File: src/rtl/wf_rdy_pkg.sv
package wf_rdy_pkg;

  localparam int NCLS = 4;
  localparam int C_GRD = 0;
  localparam int C_GWR = 1;
  localparam int C_LRD = 2;
  localparam int C_LWR = 3;

  localparam logic [1:0] ST_RUNNING = 2'd1;

  localparam logic [2:0] P_ALU  = 3'd0;
  localparam logic [2:0] P_GLB  = 3'd1;
  localparam logic [2:0] P_SHR  = 3'd2;
  localparam logic [2:0] P_PRV  = 3'd3;
  localparam logic [2:0] P_FLAT = 3'd4;

  typedef enum logic [3:0] {
    OP_NOP = 4'd0, OP_RET = 4'd1, OP_BRA = 4'd2, OP_VALU = 4'd3, OP_BAR = 4'd4,
    OP_GRD = 4'd5, OP_GWR = 4'd6, OP_GAT = 4'd7,
    OP_LRD = 4'd8, OP_LWR = 4'd9, OP_LAT = 4'd10,
    OP_PRD = 4'd11, OP_PWR = 4'd12, OP_PAT = 4'd13,
    OP_FRD = 4'd14, OP_FWR = 4'd15
  } wf_op_e;

  function automatic logic [2:0] op_pipe(wf_op_e op);
    case (op)
      OP_GRD, OP_GWR, OP_GAT: return P_GLB;
      OP_LRD, OP_LWR, OP_LAT: return P_SHR;
      OP_PRD, OP_PWR, OP_PAT: return P_PRV;
      OP_FRD, OP_FWR:         return P_FLAT;
      default:                return P_ALU;
    endcase
  endfunction

  // Read-like: must wait for writes of the same space (flat excluded).
  function automatic logic op_read_like(wf_op_e op);
    return op inside {OP_GRD, OP_GAT, OP_LRD, OP_LAT, OP_PRD, OP_PAT};
  endfunction

  function automatic logic op_write_like(wf_op_e op);
    return op inside {OP_GWR, OP_GAT, OP_LWR, OP_LAT, OP_PWR, OP_PAT};
  endfunction

  // Counter classes touched when the instruction issues.
  function automatic logic [NCLS-1:0] op_cls_mask(wf_op_e op);
    logic [NCLS-1:0] m;
    m = '0;
    case (op)
      OP_GRD, OP_PRD, OP_FRD: m[C_GRD] = 1'b1;
      OP_GWR, OP_PWR, OP_FWR: m[C_GWR] = 1'b1;
      OP_GAT, OP_PAT: begin m[C_GRD] = 1'b1; m[C_GWR] = 1'b1; end
      OP_LRD:                 m[C_LRD] = 1'b1;
      OP_LWR:                 m[C_LWR] = 1'b1;
      OP_LAT: begin m[C_LRD] = 1'b1; m[C_LWR] = 1'b1; end
      default: m = '0;
    endcase
    return m;
  endfunction

  // FIFO must hold more free entries than requests already in the pipe.
  function automatic logic fifo_room(int unsigned free_ent, int unsigned in_pipe);
    return free_ent > in_pipe;
  endfunction

endpackage

File: src/rtl/wf_sat_ctr.sv
module wf_sat_ctr #(
  parameter int W = 4
) (
  input  logic         clk,
  input  logic         rst_n,
  input  logic         inc,
  input  logic         dec,
  output logic [W-1:0] cnt
);
  localparam logic [W-1:0] CMAX = {W{1'b1}};

  logic at_zero, at_max;
  assign at_zero = (cnt == '0);
  assign at_max  = (cnt == CMAX);

  always_ff @(posedge clk) begin
    if (!rst_n)
      cnt <= '0;
    else if (inc && !dec && !at_max)
      cnt <= cnt + 1'b1;
    else if (dec && !inc && !at_zero)
      cnt <= cnt - 1'b1;
  end


  sat_floor_chk: assert property (@(posedge clk) disable iff (!rst_n)
    (at_zero && dec && !inc) |=> (cnt == '0));

  sat_ceiling_chk: assert property (@(posedge clk) disable iff (!rst_n)
    (at_max && inc && !dec) |=> (cnt == CMAX));

  inc_dec_hold_chk: assert property (@(posedge clk) disable iff (!rst_n)
    (inc && dec) |=> $stable(cnt));

endmodule

File: src/rtl/wf_barrier_track.sv
module wf_barrier_track #(
  parameter int BAR_W = 8
) (
  input  logic             clk,
  input  logic             rst_n,
  input  logic             bar_arrive,
  input  logic [BAR_W-1:0] bar_cnt_in,
  input  logic             grp_all_arrived,
  output logic             stall_block,
  output logic [BAR_W-1:0] bar_saved
);
  logic             stalled;
  logic [BAR_W-1:0] bar_cur;
  logic             release_ev;

  assign release_ev  = stalled && grp_all_arrived && !bar_arrive;
  assign stall_block = stalled && !grp_all_arrived;

  always_ff @(posedge clk) begin
    if (!rst_n) begin
      stalled   <= 1'b0;
      bar_cur   <= '0;
      bar_saved <= '0;
    end else if (bar_arrive) begin
      stalled <= 1'b1;
      bar_cur <= bar_cnt_in;
    end else if (release_ev) begin
      stalled   <= 1'b0;
      bar_saved <= bar_cur;
    end
  end


  stall_keep_chk: assert property (@(posedge clk) disable iff (!rst_n)
    (stalled && !grp_all_arrived) |=> stalled);

  stall_release_chk: assert property (@(posedge clk) disable iff (!rst_n)
    release_ev |=> !stalled);

endmodule

File: src/rtl/wf_issue_decide.sv
module wf_issue_decide
  import wf_rdy_pkg::*;
#(
  parameter int CNT_W = 4,
  parameter int FQ_W  = 4
) (
  input  logic             clk,
  input  logic             rst_n,
  input  logic             active,
  input  logic             stall_block,
  input  wf_op_e           op,
  input  logic [2:0]       req_pipe,
  input  logic             simd_slot_free,
  input  logic             glb_bus_free,
  input  logic             loc_bus_free,
  input  logic             glb_slot_free,
  input  logic             loc_slot_free,
  input  logic [FQ_W-1:0]  glb_fifo_free,
  input  logic [FQ_W-1:0]  loc_fifo_free,
  input  logic             opnd_ready,
  input  logic [NCLS-1:0]  cls_busy,
  input  logic             traffic,
  input  logic [CNT_W:0]   glb_in_pipe,
  input  logic [CNT_W:0]   loc_in_pipe,
  output logic             ready
);
  logic cls_match, res_ok, order_blk, room_g, room_l;

  assign cls_match = (op_pipe(op) == req_pipe);
  assign room_g = fifo_room(int'(glb_fifo_free), int'(glb_in_pipe));
  assign room_l = fifo_room(int'(loc_fifo_free), int'(loc_in_pipe));

  always_comb begin
    order_blk = 1'b0;
    case (op_pipe(op))
      P_GLB, P_PRV:
        order_blk = (op_read_like(op)  && cls_busy[C_GWR]) ||
                    (op_write_like(op) && cls_busy[C_GRD]);
      P_SHR:
        order_blk = (op_read_like(op)  && cls_busy[C_LWR]) ||
                    (op_write_like(op) && cls_busy[C_LRD]);
      default: order_blk = 1'b0;
    endcase
  end

  always_comb begin
    res_ok = 1'b0;
    case (op_pipe(op))
      P_ALU: begin
        case (op)
          OP_NOP:         res_ok = simd_slot_free;
          OP_RET, OP_BAR: res_ok = simd_slot_free && !traffic;
          default:        res_ok = simd_slot_free && opnd_ready;
        endcase
      end
      P_GLB, P_PRV: res_ok = glb_bus_free && glb_slot_free && room_g && opnd_ready;
      P_SHR:        res_ok = loc_bus_free && loc_slot_free && room_l && opnd_ready;
      P_FLAT:       res_ok = glb_bus_free && loc_bus_free && glb_slot_free &&
                             loc_slot_free && room_g && room_l && opnd_ready;
      default:      res_ok = 1'b0;
    endcase
  end

  assign ready = active && !stall_block && cls_match && res_ok && !order_blk;


  drain_before_sync_chk: assert property (@(posedge clk) disable iff (!rst_n)
    (ready && (op == OP_RET || op == OP_BAR)) |-> !traffic);

  glb_read_order_chk: assert property (@(posedge clk) disable iff (!rst_n)
    (ready && (req_pipe == P_GLB || req_pipe == P_PRV) && op_read_like(op)) |-> !cls_busy[C_GWR]);

  glb_write_order_chk: assert property (@(posedge clk) disable iff (!rst_n)
    (ready && (req_pipe == P_GLB || req_pipe == P_PRV) && op_write_like(op)) |-> !cls_busy[C_GRD]);

  loc_order_chk: assert property (@(posedge clk) disable iff (!rst_n)
    (ready && req_pipe == P_SHR) |->
      !((op_read_like(op) && cls_busy[C_LWR]) || (op_write_like(op) && cls_busy[C_LRD])));

  class_match_chk: assert property (@(posedge clk) disable iff (!rst_n)
    ready |-> (op_pipe(op) == req_pipe));

endmodule

File: src/rtl/wf_issue_gate.sv
module wf_issue_gate
  import wf_rdy_pkg::*;
#(
  parameter int CNT_W = 4,
  parameter int FQ_W  = 4,
  parameter int BAR_W = 8
) (
  input  logic             clk,
  input  logic             rst_n,
  input  logic [1:0]       wf_state,
  input  logic             ibuf_empty,
  input  logic [3:0]       head_op,
  input  logic [2:0]       req_pipe,
  input  logic             issue,
  input  logic             bar_arrive,
  input  logic [BAR_W-1:0] bar_cnt_in,
  input  logic             grp_all_arrived,
  input  logic             simd_slot_free,
  input  logic             glb_bus_free,
  input  logic             loc_bus_free,
  input  logic             glb_slot_free,
  input  logic             loc_slot_free,
  input  logic [FQ_W-1:0]  glb_fifo_free,
  input  logic [FQ_W-1:0]  loc_fifo_free,
  input  logic             opnd_ready,
  input  logic [3:0]       disp_cls,
  input  logic             disp_any,
  input  logic [3:0]       done_cls,
  input  logic             done_any,
  output logic             issue_ready,
  output logic [BAR_W-1:0] bar_saved
);
  wf_op_e op;
  assign op = wf_op_e'(head_op);

  logic active, stall_block, fire, fire_mem, traffic;
  logic [NCLS-1:0]  inc_mask, move_cls, cls_busy;
  logic [CNT_W-1:0] pipe_cnt [NCLS];
  logic [CNT_W-1:0] outs_cnt [NCLS];
  logic [CNT_W-1:0] tot_pipe, tot_outs;
  logic             tot_move;
  logic [CNT_W:0]   glb_in_pipe, loc_in_pipe;

  assign active   = (wf_state == ST_RUNNING) && !ibuf_empty;
  assign fire     = issue && issue_ready;
  assign inc_mask = fire ? op_cls_mask(op) : '0;
  assign fire_mem = fire && (op_pipe(op) != P_ALU);

  for (genvar c = 0; c < NCLS; c++) begin : g_cls
    assign move_cls[c] = disp_cls[c] && (pipe_cnt[c] != '0);
    wf_sat_ctr #(.W(CNT_W)) u_pipe (
      .clk(clk), .rst_n(rst_n), .inc(inc_mask[c]), .dec(disp_cls[c]), .cnt(pipe_cnt[c]));
    wf_sat_ctr #(.W(CNT_W)) u_outs (
      .clk(clk), .rst_n(rst_n), .inc(move_cls[c]), .dec(done_cls[c]), .cnt(outs_cnt[c]));
    assign cls_busy[c] = (pipe_cnt[c] != '0) || (outs_cnt[c] != '0);
  end

  assign tot_move = disp_any && (tot_pipe != '0);
  wf_sat_ctr #(.W(CNT_W)) u_tot_pipe (
    .clk(clk), .rst_n(rst_n), .inc(fire_mem), .dec(disp_any), .cnt(tot_pipe));
  wf_sat_ctr #(.W(CNT_W)) u_tot_outs (
    .clk(clk), .rst_n(rst_n), .inc(tot_move), .dec(done_any), .cnt(tot_outs));

  assign traffic     = (tot_pipe != '0) || (tot_outs != '0);
  assign glb_in_pipe = {1'b0, pipe_cnt[C_GRD]} + {1'b0, pipe_cnt[C_GWR]};
  assign loc_in_pipe = {1'b0, pipe_cnt[C_LRD]} + {1'b0, pipe_cnt[C_LWR]};

  wf_barrier_track #(.BAR_W(BAR_W)) u_bar (
    .clk(clk), .rst_n(rst_n), .bar_arrive(bar_arrive), .bar_cnt_in(bar_cnt_in),
    .grp_all_arrived(grp_all_arrived), .stall_block(stall_block), .bar_saved(bar_saved));

  wf_issue_decide #(.CNT_W(CNT_W), .FQ_W(FQ_W)) u_dec (
    .clk(clk), .rst_n(rst_n), .active(active), .stall_block(stall_block), .op(op),
    .req_pipe(req_pipe), .simd_slot_free(simd_slot_free), .glb_bus_free(glb_bus_free),
    .loc_bus_free(loc_bus_free), .glb_slot_free(glb_slot_free), .loc_slot_free(loc_slot_free),
    .glb_fifo_free(glb_fifo_free), .loc_fifo_free(loc_fifo_free), .opnd_ready(opnd_ready),
    .cls_busy(cls_busy), .traffic(traffic), .glb_in_pipe(glb_in_pipe),
    .loc_in_pipe(loc_in_pipe), .ready(issue_ready));


  inactive_veto_chk: assert property (@(posedge clk) disable iff (!rst_n)
    (wf_state != ST_RUNNING || ibuf_empty) |-> !issue_ready);

  barrier_veto_chk: assert property (@(posedge clk) disable iff (!rst_n)
    stall_block |-> !issue_ready);

  no_count_unready_chk: assert property (@(posedge clk) disable iff (!rst_n)
    (!issue_ready && !disp_any && !done_any) |=> $stable(tot_pipe));

endmodule

File: config.mk
export PLATFORM = sky130hd
export DESIGN_NAME = wf_issue_gate
export DESIGN_NICKNAME = d
export VERILOG_FILES = /design/src/rtl/wf_rdy_pkg.sv /design/src/rtl/wf_sat_ctr.sv /design/src/rtl/wf_barrier_track.sv /design/src/rtl/wf_issue_decide.sv /design/src/rtl/wf_issue_gate.sv
export SDC_FILE = /design/constraint.sdc
export NUM_CORES = 1
export LEC_CHECK = 0
export ABC_AREA = 1
export BUFFER_PORTS_ARGS = -buffer_cell sky130_fd_sc_hd__buf_2
export CAP_MARGIN = 30
export CELL_PAD_IN_SITES_DETAIL_PLACEMENT = 0
export CELL_PAD_IN_SITES_GLOBAL_PLACEMENT = 1
export CORE_UTILIZATION = 30
export DETAILED_ROUTE_END_ITERATION = 6
export GPL_TIMING_DRIVEN = 0
export PLACE_DENSITY_LB_ADDON = 0.1
export SETUP_SLACK_MARGIN = 0.3
export SYNTH_ARGS = -nofsm -noshare
export SYNTH_HDL_FRONTEND = slang
export SYNTH_SLANG_ARGS = --single-unit
File: constraint.sdc
create_clock -name clk -period 4 [get_ports clk]
set_clock_uncertainty 0.05 [all_clocks]
set_input_delay 0.8 -clock clk [delete_from_list [all_inputs] [get_ports clk]]
set_output_delay 0.8 -clock clk [all_outputs]
set_load 0.05 [all_outputs]
==> results.md <==
- Pwr dens: 703 nW/µm²
- Wire length per cell: 12.8 µm
- Initial antenna violation count: 0
- Die Ht: between 100 and 150 µm
- Vias in the first global route: around 3900
- Crit path max-delay cell type: fa_2
- Worst slew pin tran: 0.906 ns
- YS warnings: 0
- Ports: 56
- First DRT Iteration DRCs: about 170
- Cell area after synthesis: around 4300 µm²
- Met2 global-route usage: 27.1%
- R2R setup slack: around 0.35 ns
- WHS Endpoint: u_bar.bar_saved[4]$_SDFFE_PN0P_
- Crit. End Element: output port
- Final std cells w/o fill: between 800 and 900
- Worst skew pair latency: roughly 0.33 ns
- Maximum level of the CTS H-tree: 3
- DIE AREA: between 10000 and 15000 µm²
- HP Class: reg2reg
- Post-synth EDFFs: 0
- Placed Instances: between 800 and 900
- Met3 usage in global routing: ~3.6%
- MaxCap Viol Count: 0
- # diodes: 0
- CP Max Fanout: 2
- Syn Area/Cell: 7.14 µm²
- Worst slew margin: between 30% and 40%
- Routing usage on met1: between 20% and 30%
- Slew Viols, Final: 0
- CTS tree: done
- Worst path arrival time: around 2.9 ns
- Post-route DRC: 0
- Final setup violation count: 0
- Core area: 13900 µm²
- Max VDD drop: 330 µV
- Synth cell types: 40
- Hold path start: u_bar.bar_saved[4]$_SDFFE_PN0P_
- Die Width: 121 µm
- Fin nets: approximately 770
- Critical path type: reg2out
- Leak: 0.00248 µW
- IO buf count: 51
- Row Count: 43
- Ys flop type: dfxtp_1
- Global-route wire length before repair: around 18 mm
- GR Overflow Total: 0
- RSZ-0062 raised after global routing: yes
- DP HPWL: roughly 8.3 mm
- Total CTS buffers: 9
- Most used cell, CP: nand2_1
- Starting Density: between 30 and 40%
- RR Startpoint: g_cls[0].u_pipe.cnt[0]$_SDFFE_PN0P_
- Mapped Nets: about 690
- Asr flop ratio synth: 0%
- Final ANT Viol Nets: 0
- Worst R2R Path Depth: 24
- Total Wirelength: between 10 and 15 mm
- Status: finished clean
- Final period util: about 93%
- Register area share after synthesis: 26.7%
- Design area: around 5500 µm²
- Share of cells above drive strength 1: 24.3%
- Largest net degree at the start of global routing: 11
- Filler cells: around 1500
- Hold depth: 2
- DR vias/cell: roughly 4.7
- R2r endpoint: g_cls[1].u_pipe.cnt[3]$_SDFFE_PN0P_
- Clock Path Buffers: 2
- Post-Syn Instances: 598
- Overall routing resource usage: around 16%
- Critical-path cell list: ha_4 > fa_2 > inv_1 > ha_4 > inv_1 > o21bai_1 > nand2_1 > nand2_1 > nand2_1 > nand2_1 > nand3_2 > nand2_2 > nand4_1 > buf_4 > buf_6 > inv_4 > buf_8
- CP peak stage delay: roughly 0.52 ns
- Clk sinks: 57
- Routability cong.: 0.805
- Most Crowded Layer GR: met2
- Post-Place Cell Area: roughly 4700 µm²
- Area grow syn2layout: 29.6%
- Routed vias: 4083
- Worst-path clk slew: approximately 0.050 ns
- Pre-antenna DRT Iters: 4
- FF+latch count, synth: between 50 and 60
- Min Tclk post-route: between 3 and 4 ns
- Final hold violation count: 0
- CTS root buf: clkbuf_16
- Fmax: between 200 and 300 MHz
- Worst setup SP type: flop
- Required @ worst endpoint: 3.15 ns
-- flip-flops by register name, summed over array words and instances (netlist names) --
| register | cells |
|---|---|
| g_cls.u_outs.cnt | 16 |
| g_cls.u_pipe.cnt | 16 |
| u_bar.bar_cur | 8 |
| u_tot_outs.cnt | 4 |
| u_bar.stalled | 1 |
| u_tot_pipe.cnt | 4 |
| u_bar.bar_saved | 8 |
-- through the flow --
stage / hold WS (ns) / setup WS [ns] / TNS (ns) / util (%) / power (µW)
5_1_grt: 0.412 / 0.143 / 0 / 39.9 / 4330
3_3_place_gp: 0.385 / -0.436 / -2.07 / 34.2 / 2840
2_1_floorplan: 0.372 / 0.459 / 0 / - / 2450
6_report: 0.393 / 0.284 / 0 / 39.9 / 3890
3_5_place_dp: 0.389 / -0.465 / -2.19 / 34.2 / 2880
4_1_cts: 0.396 / 0.291 / 0 / 38.0 / 3720
-- metal layers --
| layer | vias to the layer above | part of all wire, % |
|---|---|---|
| met5 | - | 0 |
| met3 | 15 | 3.1 |
| met4 | 0 | 1.4 |
| met2 | 47 | 49 |
| met1 | 1863 | 47 |
| li1 | 2158 | - |
-- how the worst max path moves through the flow --
stage	slack [ns]	cells past startpoint	to	start
finish	0.28	17	issue_ready	g_cls[0].u_pipe.cnt[0]$_SDFFE_PN0P_
global route	0.14	25	g_cls[1].u_pipe.cnt[3]$_SDFFE_PN0P_	g_cls[1].u_pipe.cnt[0]$_SDFFE_PN0P_
CTS	0.29	17	issue_ready	g_cls[3].u_pipe.cnt[0]$_SDFFE_PN0P_
detailed placement	-0.46	23	g_cls[0].u_pipe.cnt[3]$_SDFFE_PN0P_	g_cls[3].u_pipe.cnt[0]$_SDFFE_PN0P_
global placement	-0.44	24	u_tot_pipe.cnt[3]$_SDFFE_PN0P_	g_cls[3].u_pipe.cnt[0]$_SDFFE_PN0P_
floorplan	0.46	24	g_cls[1].u_pipe.cnt[3]$_SDFFE_PN0P_	g_cls[3].u_pipe.cnt[0]$_SDFFE_PN0P_
-- critical path, delay by kind of cell, from the launching register on --
| kind | cells | cell delay [ns] |
|---|---|---|
| simple gates | 7 | 0.55 |
| compound gates | 1 | 0.11 |
| buf+inv | 6 | 0.56 |
| fa+ha+maj | 3 | 0.94 |
| flops | 1 | 0.35 |
-- Yosys cell counts, drive strengths merged (7+ instances only) --
| library cell | instances | area share, % |
|---|---|---|
| nand2 | 117 | 12 |
| o21ai | 64 | 7.5 |
| xnor2 | 12 | 2.5 |
| nand4 | 14 | 2.1 |
| nand3 | 40 | 6.4 |
| clkbuf | 8 | 0.70 |
| dfxtp | 57 | 27 |
| ha | 36 | 11 |
| nor2 | 57 | 5.3 |
| a21oi | 51 | 6.1 |
| fa | 12 | 5.6 |
| a41oi | 7 | 1.4 |
| inv | 90 | 8.0 |
-- cells in the final DEF, fill, tap and decap left out, drive strengths merged, types with 5 or more instances in the layout --
master / synthesis / layout
nand2: 117 / 117
inv: 90 / 90
buf: 3 / 72
o21ai: 64 / 64
nor2: 57 / 57
dfxtp: 57 / 57
a21oi: 51 / 51
nand3: 40 / 40
ha: 36 / 36
clkbuf: 8 / 20
nand4: 14 / 14
xnor2: 12 / 12
fa: 12 / 12
a41oi: 7 / 7
clkinv: 5 / 6
a31oi: 5 / 5
-- power by group --
group          internal, µW  switching [µW]  total (µW)
logic                   960            1190        2150
clock network           423             246         669
registers               797             276        1070
-- cell families (layout without fill, tap and decap cells) --
logic type | Yosys count | in the layout | share of synthesized area, %
AND/OR/NAND/NOR | 235 | 235 | 26.4
AO/OA/AOI/OAI | 134 | 134 | 17.0
buffers and inverters | 106 | 188 | 9.88
flip-flops | 57 | 57 | 26.7
adder cells (fa/ha/maj) | 48 | 48 | 16.2
XOR/XNOR | 14 | 14 | 2.87
multiplexers | 4 | 4 | 0.938
-- area by class of cell --
cell class | count | area, µm² | share of cell area [%]
multi-input combinational | 435 | 3040 | 55.0
sequential | 57 | 1180 | 21.3
timing repair buffer | 69 | 408 | 7.37
inverter | 95 | 362 | 6.54
clock buffer | 12 | 246 | 4.45
tap | 180 | 225 | 4.07
buffer | 11 | 62.6 | 1.13
clock inverter | 1 | 5.00 | 0.0905
-- repair_timing --
item	4_1_cts	5_1_grt
setup buffers	9	9
endpoints found under the hold margin	0	0
setup endpoints to repair	16	9
resized for setup	47	33
pin swaps	18	28
hold buffers	0	0
Power figures use the tool's default switching activity.
